--- src/rtl/lpi_csr_pkg.sv ---
package lpi_csr_pkg;

  localparam int WORD_W = 32;

  localparam int POS_AUTO    = 19;
  localparam int POS_LSSEL   = 18;
  localparam int POS_LINK    = 17;
  localparam int POS_EN      = 16;
  localparam int POS_RX_LIVE = 9;
  localparam int POS_TX_LIVE = 8;

  localparam int NUM_EVT = 4;
  localparam int EVT_TX_ENTER = 0;
  localparam int EVT_TX_EXIT  = 1;
  localparam int EVT_RX_ENTER = 2;
  localparam int EVT_RX_EXIT  = 3;

  typedef struct packed {
    logic auto_mode;
    logic link_sel;
    logic link_up;
    logic lpi_en;
  } ctl_fields_t;

  localparam int CTL_W = $bits(ctl_fields_t);

endpackage

--- src/rtl/lpi_rx_detect.sv ---
module lpi_rx_detect #(
  parameter int          CODE_W    = 8,
  parameter logic [7:0]  LPI_CODE  = 8'h01,
  parameter int          ENTRY_LEN = 3
) (
  input  logic              clk,
  input  logic              rst,
  input  logic              rx_dv,
  input  logic              rx_er,
  input  logic [CODE_W-1:0] rxd,
  output logic              rx_live,
  output logic              enter_evt,
  output logic              exit_evt
);

  localparam int CNT_W = (ENTRY_LEN > 1) ? $clog2(ENTRY_LEN) : 1;
  localparam logic [CNT_W-1:0] LAST = CNT_W'(ENTRY_LEN - 1);

  logic             match;
  logic [CNT_W-1:0] run_cnt;
  logic             live_q;

  assign match     = !rx_dv && rx_er && (rxd == CODE_W'(LPI_CODE));
  assign enter_evt = !live_q && match && (run_cnt == LAST);
  assign exit_evt  = live_q && !match;
  assign rx_live   = live_q;

  always_ff @(posedge clk) begin
    if (rst) begin
      run_cnt <= '0;
      live_q  <= 1'b0;
    end else if (live_q) begin
      run_cnt <= '0;
      if (!match) live_q <= 1'b0;
    end else if (match) begin
      if (run_cnt == LAST) begin
        live_q  <= 1'b1;
        run_cnt <= '0;
      end else begin
        run_cnt <= run_cnt + 1'b1;
      end
    end else begin
      run_cnt <= '0;
    end
  end

endmodule

--- src/rtl/lpi_evt_sticky.sv ---
module lpi_evt_sticky #(
  parameter int N = 4
) (
  input  logic         clk,
  input  logic         rst,
  input  logic [N-1:0] set_evt,
  input  logic         rd_clr,
  output logic [N-1:0] flags
);

  for (genvar i = 0; i < N; i++) begin : g_flag
    always_ff @(posedge clk) begin
      if (rst)             flags[i] <= 1'b0;
      else if (set_evt[i]) flags[i] <= 1'b1;
      else if (rd_clr)     flags[i] <= 1'b0;
    end
  end

endmodule

--- src/rtl/lpi_ctl_fields.sv ---
module lpi_ctl_fields
  import lpi_csr_pkg::*;
(
  input  logic        clk,
  input  logic        rst,
  input  logic        wr_en,
  input  ctl_fields_t wr_val,
  input  logic        hw_clr_en,
  output ctl_fields_t ctl
);

  always_ff @(posedge clk) begin
    if (rst) begin
      ctl <= '0;
    end else begin
      if (wr_en)     ctl        <= wr_val;
      if (hw_clr_en) ctl.lpi_en <= 1'b0;
    end
  end

endmodule

--- src/rtl/lpi_ctl_stat_reg.sv ---
module lpi_ctl_stat_reg
  import lpi_csr_pkg::*;
#(
  parameter int         CODE_W    = 8,
  parameter logic [7:0] LPI_CODE  = 8'h01,
  parameter int         ENTRY_LEN = 3
) (
  input  logic              clk,
  input  logic              rst,
  input  logic              wr_en,
  input  logic [WORD_W-1:0] wr_data,
  input  logic              rd_en,
  output logic [WORD_W-1:0] rd_data,
  input  logic              rx_dv,
  input  logic              rx_er,
  input  logic [CODE_W-1:0] rxd,
  input  logic              tx_enter_pulse,
  input  logic              tx_exit_pulse,
  input  logic              tx_auto_exit,
  input  logic              tx_lpi_active,
  output logic              ctl_auto_mode,
  output logic              ctl_link_sel,
  output logic              ctl_link_up,
  output logic              ctl_lpi_en
);

  ctl_fields_t       ctl_q;
  ctl_fields_t       wr_val;
  logic              rx_live;
  logic              rx_enter;
  logic              rx_exit;
  logic              tx_live;
  logic [NUM_EVT-1:0] evt_set;
  logic [NUM_EVT-1:0] evt_bits;
  logic [WORD_W-1:0] image;
  logic              unused_wr_bits;

  assign wr_val = ctl_fields_t'(wr_data[POS_AUTO:POS_EN]);
  assign unused_wr_bits = ^{wr_data[WORD_W-1:POS_AUTO+1], wr_data[POS_EN-1:0]};

  lpi_ctl_fields u_ctl (
    .clk       (clk),
    .rst       (rst),
    .wr_en     (wr_en),
    .wr_val    (wr_val),
    .hw_clr_en (tx_auto_exit),
    .ctl       (ctl_q)
  );

  lpi_rx_detect #(
    .CODE_W    (CODE_W),
    .LPI_CODE  (LPI_CODE),
    .ENTRY_LEN (ENTRY_LEN)
  ) u_rx (
    .clk       (clk),
    .rst       (rst),
    .rx_dv     (rx_dv),
    .rx_er     (rx_er),
    .rxd       (rxd),
    .rx_live   (rx_live),
    .enter_evt (rx_enter),
    .exit_evt  (rx_exit)
  );

  always_comb begin
    evt_set               = '0;
    evt_set[EVT_TX_ENTER] = tx_enter_pulse;
    evt_set[EVT_TX_EXIT]  = tx_exit_pulse;
    evt_set[EVT_RX_ENTER] = rx_enter;
    evt_set[EVT_RX_EXIT]  = rx_exit;
  end

  lpi_evt_sticky #(.N(NUM_EVT)) u_evt (
    .clk     (clk),
    .rst     (rst),
    .set_evt (evt_set),
    .rd_clr  (rd_en),
    .flags   (evt_bits)
  );

  always_ff @(posedge clk) begin
    if (rst) tx_live <= 1'b0;
    else     tx_live <= tx_lpi_active;
  end

  always_comb begin
    image                   = '0;
    image[POS_AUTO:POS_EN]  = ctl_q;
    image[POS_RX_LIVE]      = rx_live;
    image[POS_TX_LIVE]      = tx_live;
    image[NUM_EVT-1:0]      = evt_bits;
  end

  always_ff @(posedge clk) begin
    if (rst)        rd_data <= '0;
    else if (rd_en) rd_data <= image;
  end

  assign ctl_auto_mode = ctl_q.auto_mode;
  assign ctl_link_sel  = ctl_q.link_sel;
  assign ctl_link_up   = ctl_q.link_up;
  assign ctl_lpi_en    = ctl_q.lpi_en;

endmodule

--- config.mk ---
export PLATFORM = sky130hd
export DESIGN_NAME = lpi_ctl_stat_reg
export DESIGN_NICKNAME = d
export VERILOG_FILES = /design/src/rtl/lpi_csr_pkg.sv /design/src/rtl/lpi_rx_detect.sv /design/src/rtl/lpi_evt_sticky.sv /design/src/rtl/lpi_ctl_fields.sv /design/src/rtl/lpi_ctl_stat_reg.sv
export SDC_FILE = /design/constraint.sdc
export NUM_CORES = 1
export LEC_CHECK = 0
export ABC_CLOCK_PERIOD_IN_PS = 1800
export BUFFER_PORTS_ARGS = -buffer_cell sky130_fd_sc_hd__buf_2
export CAP_MARGIN = 15
export CORE_UTILIZATION = 37
export CTS_CLUSTER_SIZE = 25
export DETAILED_ROUTE_END_ITERATION = 10
export PLACE_DENSITY = 0.78
export SETUP_SLACK_MARGIN = 0.05
export SYNTH_ARGS = -nofsm -noshare
export SYNTH_HDL_FRONTEND = slang
export SYNTH_HIERARCHICAL = 1
export SYNTH_SLANG_ARGS = --single-unit
--- constraint.sdc ---
create_clock -name clk -period 1.8 [get_ports clk]
set_input_delay 0 -clock clk [delete_from_list [all_inputs] [get_ports clk]]
set_output_delay 0 -clock clk [all_outputs]
set_load 0.02 [all_outputs]
# --- Yosys cells after proc, flatten, opt, wreduce, memory -nomap -nowiden ---
# Index checks and enable logic that the tools add are counted.
word_totals:
  ff_bits: 22
  inputBits: 50
  word_cells: 39
op_classes:
  add_sub_neg: 1
  n_eq_ne: 2
  mux: 9
  bitwise: 1
  reduce_logical: 14
op_table:
  columns: ["cell", "count"]
  rows:
  - ["1-bit two-way mux", 9]
  - ["8-bit by 1-bit equality test with 1-bit output (second input constant)", 1]
  - ["2-bit nonzero test", 4]
  - ["1-bit logical AND", 5]
  - ["4-bit OR reduction", 1]
  - ["1-bit zero test", 3]
  - ["2-bit by 1-bit adder with 2-bit output (second input constant)", 1]
  - ["2-bit equality test (second input constant)", 1]
  - ["2-bit OR reduction", 1]
  - ["1-bit NOT", 1]

# --- Depth between registers and ports, before layout ---
# Gate-level depths: netlist of the first run.
depth:
  word_depth: 6
  ltp_mapped: 6

# --- Cells and area by module ---
# Netlist of the first run, hierarchy kept.
modules_own_cells:
  columns: ["mod", "n_inst", "cells_per_inst", "area_per_inst_um2", "seq_area_each_um2"]
  rows:
  - ["lpi_ctl_stat_reg", 1, 57, 548.0, 220.2]
  - ["lpi_rx_detect", 1, 17, 167.7, 60.1]
  - ["lpi_ctl_fields", 1, 13, 146.4, 80.1]
  - ["lpi_evt_sticky", 1, 16, 140.1, 80.1]

# --- Worst setup path before layout of the first run ---
# Ideal clock, no wire load.
synth_path:
  kind: "register to register"
  startpoint: "register u_rx.run_cnt[0]"
  endpoint: "register u_rx.run_cnt[1]"
  setup_time_ps: 92
  arrival_ps: 1232
  required_time_ps: 1708
  setup_slack_ps: 476
  path_stages_with_launch: 5
  path_buffers: 0
  cell_sequence: "dfxtp_1 -> inv_1 -> ha_1 -> or4_1 -> nor4_1"
synth_via:
  elab_chain_cells: 2
  elab_cells_between_ends: 3
  cone_classes: "add/sub: 1; eq/ne: 1; reduce/logical: 1"
synth_lines:
  columns: ["element", "line", "rtl"]
  rows:
  - ["start, declared", "lpi_rx_detect.sv:20", "logic [CNT_W-1:0] run_cnt;"]
  - ["start signal, assigned", "lpi_rx_detect.sv:40", "run_cnt <= run_cnt + 1'b1;"]
  - ["2-bit equality test", "lpi_rx_detect.sv:36", "if (run_cnt == LAST) begin"]
  - ["4-bit OR reduction (no source line)", null, null]
# Several ways; a longest one is shown, not always the timed one.
# A chain may end at the register's enable or synchronous reset.

# --- Worst setup path in the final report of the first run ---
layout_path:
  startpoint: "input rxd[2]"
  endpoint: "register u_rx.live_q (netlist: u_rx/rx_live)"
layout_via:
  elab_chain_cells: 4
  elab_cells_between_ends: 5
  cone_classes: "eq/ne: 1; mux: 3; reduce/logical: 1"
layout_lines:
  columns: ["element", "line", "rtl"]
  rows:
  - ["start, declared", "lpi_ctl_stat_reg.sv:16", "input logic [CODE_W-1:0] rxd,"]
  - ["8-bit by 1-bit equality test with 1-bit output (*)", "lpi_rx_detect.sv:23", "assign match = !rx_dv && rx_er && (rxd == CODE_W'(LPI_CODE));"]
  - ["1-bit logical AND (*)", "lpi_rx_detect.sv:23", null]
  - ["1-bit two-way mux (on tied branches)", "lpi_rx_detect.sv:35, lpi_rx_detect.sv:34", null]
  - ["1-bit two-way mux (*)", "lpi_rx_detect.sv:32", "end else if (live_q) begin"]
  - ["end signal, assigned", "lpi_rx_detect.sv:31", "live_q <= 1'b0;"]
  - ["end signal, assigned", "lpi_rx_detect.sv:34", "if (!match) live_q <= 1'b0;"]
  - ["end signal, assigned", "lpi_rx_detect.sv:37", "live_q <= 1'b1;"]
  - ["end, declared", "lpi_rx_detect.sv:21", "logic live_q;"]
# Every way passes the cells marked *; elsewhere a longest branch is shown, timed or not.

==> results of run 1 <==
==> synth_stat cells, types with 2 or more instances <==
cell type  count
or4_1          2
mux2i_1       14
a21oi_1        4
dfxtp_1       22
inv_1          5
nor4_1         4
buf_4         22
nand2b_1       5
nor2_1        13
==> registers in the layout, indices dropped and copies added, names as in the netlist <==
name,flops
tx_live,1
rd_data,10
u_rx/run_cnt,2
u_rx/rx_live,1
u_ctl/ctl,4
u_evt/flags,4
==> power breakdown <==
part	internal [mW]	total (mW)	switching, mW	leakage, nW
sequential	0.501	0.508	0.00731	0.179
combinational	0.0623	0.156	0.0934	0.444
clock	0.123	0.257	0.134	0.0210
total	0.687	0.921	0.234	0.644
==> path summary, 6_finish.rpt <==
path	slack (ns)	end	startpoint
max	0.13	u_rx/rx_live	rxd[2]
min	0.04	u_ctl/ctl[3]	wr_en
max reg2reg	0.35	u_rx/run_cnt[0]	u_rx/run_cnt[0]
min reg2reg	0.48	u_evt/flags[2]	u_evt/flags[2]
==> metal layers <==
| metal | wire length [um] | global-route usage, % | up-vias |
|---|---|---|---|
| met5 | 0 | 0 | - |
| met3 | 167 | 5.93 | 2 |
| met2 | 889 | 24.9 | 55 |
| met1 | 679 | 11.4 | 345 |
| li1 | - | - | 394 |
| met4 | 13 | 5.13 | 0 |
==> layout make-up <==
type,instances,area [um^2]
repair buffers,49,315
flip-flops and latches,22,440
well taps,30,37.5
inverters,5,18.8
multi-input cells,72,437
clock buffers,4,36.3
fillers,255,1240
==> cells by family after synthesis <==
kind of cell    share of synthesized area [%]
compound gates                           3.62
fa+ha+maj                                1.25
buf+inv                                  20.3
flops                                    43.9
mux                                      14.0
other cells                             0.374
simple gates                             16.5
==> worst reg2reg max path: stages (launching register included) <==
cell and delay [ns]:
dfxtp_1 0.35, inv_1 0.05, ha_1 0.23, or4_1 0.51
nor4_1 0.21
==> stage by stage <==
stage / hold WS, ns / area [um^2] / worst slack, ns / power, mW / std cells
finish: 0.0398 / 1280 / 0.129 / 0.921 / 182
global route: 0.0372 / 1280 / 0.124 / 0.979 / 182
CTS: 0.0295 / 1280 / 0.176 / 0.936 / 182
detailed placement: 0.184 / 1110 / 0.378 / 0.651 / 164
global placement: 0.178 / 1110 / 0.442 / 0.649 / 164
floorplan: 0.0690 / 1080 / 0.476 / 0.649 / 124
==> timing repair <==
action | in CTS | in global routing
hold buffers | 14 | 0
resized for setup | 0 | 0
setup endpoints to repair | 0 | 0
endpoints found under the hold margin | 10 | 0
==> results.cfg, run 1 <==
[layout]
antennaDiodeCount = 0
syn2layout_area_growth_pct = 28.2
layout_common_cells = buf_2, conb_1, dfxtp_1
final_common_cell = buf_2
final_nets = 204
final_core_util_pct = 50.9
drive_above_1_share_pct = 27.6

[clock_network]
cts_tree = built
clk_pin_slew_worst_paths_ns = 0.11
cts_root_buf = clkbuf_4
htreeDepth = 1
numClockSinks = 22
clk_latency_ns = 0.30
post_cts_buffers = 0
cts-buffers-inserted = 3
clock_path_buffers = 2

[setup_path]
cp.arrival_ns = 1.87
cp-end-kind = flop
worstPathCellList = dlygate4sd3_1, buf_2, or2_2, dlygate4sd3_1, nor4_1
crit_slowest_cell = dlygate4sd3_1
cp_top_family = buffers and inverters
crit_fanout = 3
critPathRequiredTime_ns = 2.00
cp.depth = 5
crit_type = primary input to flop
crit_top_cell = dlygate4sd3_1
slowest_delay_ns = 0.60
cp_num_buf_inv = 3
start_kind = primary input
r2r_cells = 4

[timing]
fin_skew_ns = 0.000922
final_hold_viol_count = 0
fin_crit_ns = 1.67
timing.final.crit_share_pct = 92.8
max_freq_ghz = 0.598
setup_viol = 0
slew_viol_final = 0
final.setup.tns_ns = 0
rsz0062_at_grt = false

[floorplan]
die_w_um = 54.0
pin_count = 86
rows = 18
core_area_um2 = 2520
dieArea_um2 = 2920
start_util_pct = 39.7
fp.dieH_um = 54.0

[placement]
dp_hpwl_mm = 1.16
globalplace.congestion = 0.700
numPortBuffers = 35

[power_and_ir_drop]
power_leakage_nw = 0.644
p_per_area_nw_per_um2 = 717
peakVddDrop_mv = 0.504

[synth]
synthCells = 103
yosysSeqAreaShare_pct = 43.9
synthTopCellsByArea = dfxtp_1, buf_4, mux2i_1
synthFlopType = dfxtp_1
yosysUniqueCellTypes = 21
avgSynthCellArea_um2 = 9.73
ys_seq_elements = 22
synth_edf_count = 0
syn_area_um2 = 1000
async_flop_share_pct = 0
yosys_warnings = 6
yosysTopAreaCell = dfxtp_1
synth_top_cell_area_share_pct = 43.9

[routing]
drtPass1Iterations = 4
vias_per_cell = 4.37
vias = 796
wl_per_cell_um = 9.62
ant_nets = 0
remaining_drc_errors = 0
routed_wirelength_mm = 1.75
drt_iter0_markers = 6

[min_path]
hold_class = primary input to flop
min_delay_path_depth = 3

[global_route]
grt_max_degree = 23
antenna_found_initial = 0
grt_overflow = 0
grt_pass1_wl_mm = 2.61
grt_pass1_vias = 673
gr-usage-all-layers_pct = 12.9

[flow_run]
drv_cap = 0

[status]
outcome = completed
Power figures use the tool's default switching activity.
==> inputs of run 2 (changes only) <==
ABC_CLOCK_PERIOD_IN_PS = 1400   (was 1800)
CORE_ASPECT_RATIO = 1.2   (was not set)
CORE_UTILIZATION = 33   (was 37)
PLACE_DENSITY = 0.74   (was 0.78)
clock period = 1.4 ns   (was 1.8 ns; I/O delays follow)
==> results.cfg, run 2 (synthesis results as in run 1) <==
[routing]
wl_per_cell_um = 10.2
vias_per_cell = 4.31
vias = 793
remaining_drc_errors = 0
drt_iter0_markers = 5
ant_nets = 0
drtPass1Iterations = 4
routed_wirelength_mm = 1.89

[global_route]
grt.met2_usage_pct = 22.5
grt_pass1_wl_mm = 3.04
grt_max_degree = 23
gr-usage-all-layers_pct = 12.3
grtUsageMet3_pct = 2.92
use_met1_pct = 12.7
grt_most_used_layer = met2
grt_pass1_vias = 737
grt_overflow = 0
antenna_found_initial = 0

[placement]
numPortBuffers = 35
globalplace.congestion = 0.679
dpl.cell_count = 168
dp_hpwl_mm = 1.30

[layout]
final_common_cell = buf_2
final_core_util_pct = 46.1
final_nets = 203
antennaDiodeCount = 0
drive_above_1_share_pct = 34.7
fillers = 297
layout.cells.non_filler = 184
syn2layout_area_growth_pct = 30.5
regMostFlops = rd_data
top_regs = rd_data (10), u_ctl/ctl (4), u_evt/flags (4)
multiInputGateArea_um2 = 487
largest_register_ff_count = 10
seqCellArea_um2 = 442
layout_common_cells = buf_2, conb_1, dfxtp_1

[setup_path]
crit_type = flop to flop
regToRegSetupSlack_ns = 0.05
crit_slowest_cell = or4_4
crit_fanout = 4
critPathRequiredTime_ns = 1.60
worstPathCellList = inv_2, ha_4, or4_4, nor4_4
cp.arrival_ns = 1.56
cp-end-kind = flop
slowest_delay_ns = 0.55
start_kind = flop

[timing]
fin_skew_ns = 0.00350
max_freq_ghz = 0.739
fin_crit_ns = 1.35
setup_viol = 0
hold_slack_ns = -0.00140
final_hold_viol_count = 1
timing.final.crit_share_pct = 96.7
rsz0062_at_grt = true
final.setup.tns_ns = 0
slew_viol_final = 0

[clock_network]
clk_pin_slew_worst_paths_ns = 0.11
htreeDepth = 1
clock_path_buffers = 2
cts_root_buf = clkbuf_4
cts-buffers-inserted = 3
clk_latency_ns = 0.29
postCtsHoldBufs = 9
cts_tree = built
numClockSinks = 22

[min_path]
hold_class = primary input to flop

[status]
outcome = complete, but fails checks
violations = negative hold slack

[power_and_ir_drop]
p_per_area_nw_per_um2 = 855
p_sw_share_pct = 26.8
power_frac_clock_pct = 23.9
total_power_mw = 1.12
power_switching_mw = 0.300
pwr-share-seq_pct = 58.5
internal-power_mw = 0.818
peakVddDrop_mv = 0.536
power_leakage_nw = 0.659
power_frac_comb_pct = 17.5

[floorplan]
fp.dieH_um = 62.4
start_util_pct = 35.3
pin_count = 86
die_w_um = 52.3
core_area_um2 = 2840
dieArea_um2 = 3260
rows = 21

[flow_run]
drv_cap = 0
-- run 2: critical path, delay by kind of cell, from the launching register on --
family	cells	cell delay [ns]
fa+ha+maj	1	0.16
flops	1	0.35
buf+inv	1	0.04
simple gates	2	0.71
-- run 2: cell type report --
cell class	count	share of cell area (%)
Clock buffer	3	1.72
Inverter	5	1.44
Multi-Input combinational cell	72	37.2
Sequential cell	22	33.8
Tap cell	34	3.25
Timing Repair Buffer	48	22.6
-- run 2: path summary, 6_finish.rpt --
kind                         from               to  depth (start not counted)
setup / recovery  u_rx/run_cnt[0]  u_rx/run_cnt[1]                          4
setup reg to reg  u_rx/run_cnt[0]  u_rx/run_cnt[1]                          4
hold / removal             rxd[7]     u_rx/rx_live                          3
hold reg to reg    u_evt/flags[0]   u_evt/flags[0]                          2
-- run 2: power by group through the flow --
stage	logic [mW]	clock network, mW	registers (mW)
final	0.196	0.267	0.654
after global routing	0.215	0.315	0.657
after CTS	0.191	0.292	0.655
after detailed placement	0.171	0	0.669
after global placement	0.167	0	0.667
after floorplan	0.151	0	0.684
-- run 2: through the flow --
stage                     instance area (um^2)  setup WS [ns]
after floorplan                           1080         0.0760
after global placement                    1110         0.0503
after detailed placement                  1110         -0.107
after CTS                                 1270        -0.0402
after global routing                      1310      0.0000554
final                                     1310         0.0459
-- run 2: repair_timing --
action | CTS | global route
endpoints found under the hold margin | 9 | 1
buffers inserted | 1 | 3
resized for setup | 7 | 3
pin swaps | 3 | 3
endpoints found under the setup margin | 2 | 4
-- run 2: per-layer routing --
layer  up-vias  share of wire, %
li1        393                 -
met5         -                 0
met4         0              0.64
met2        43                55
met3         2               5.9
met1       355                38
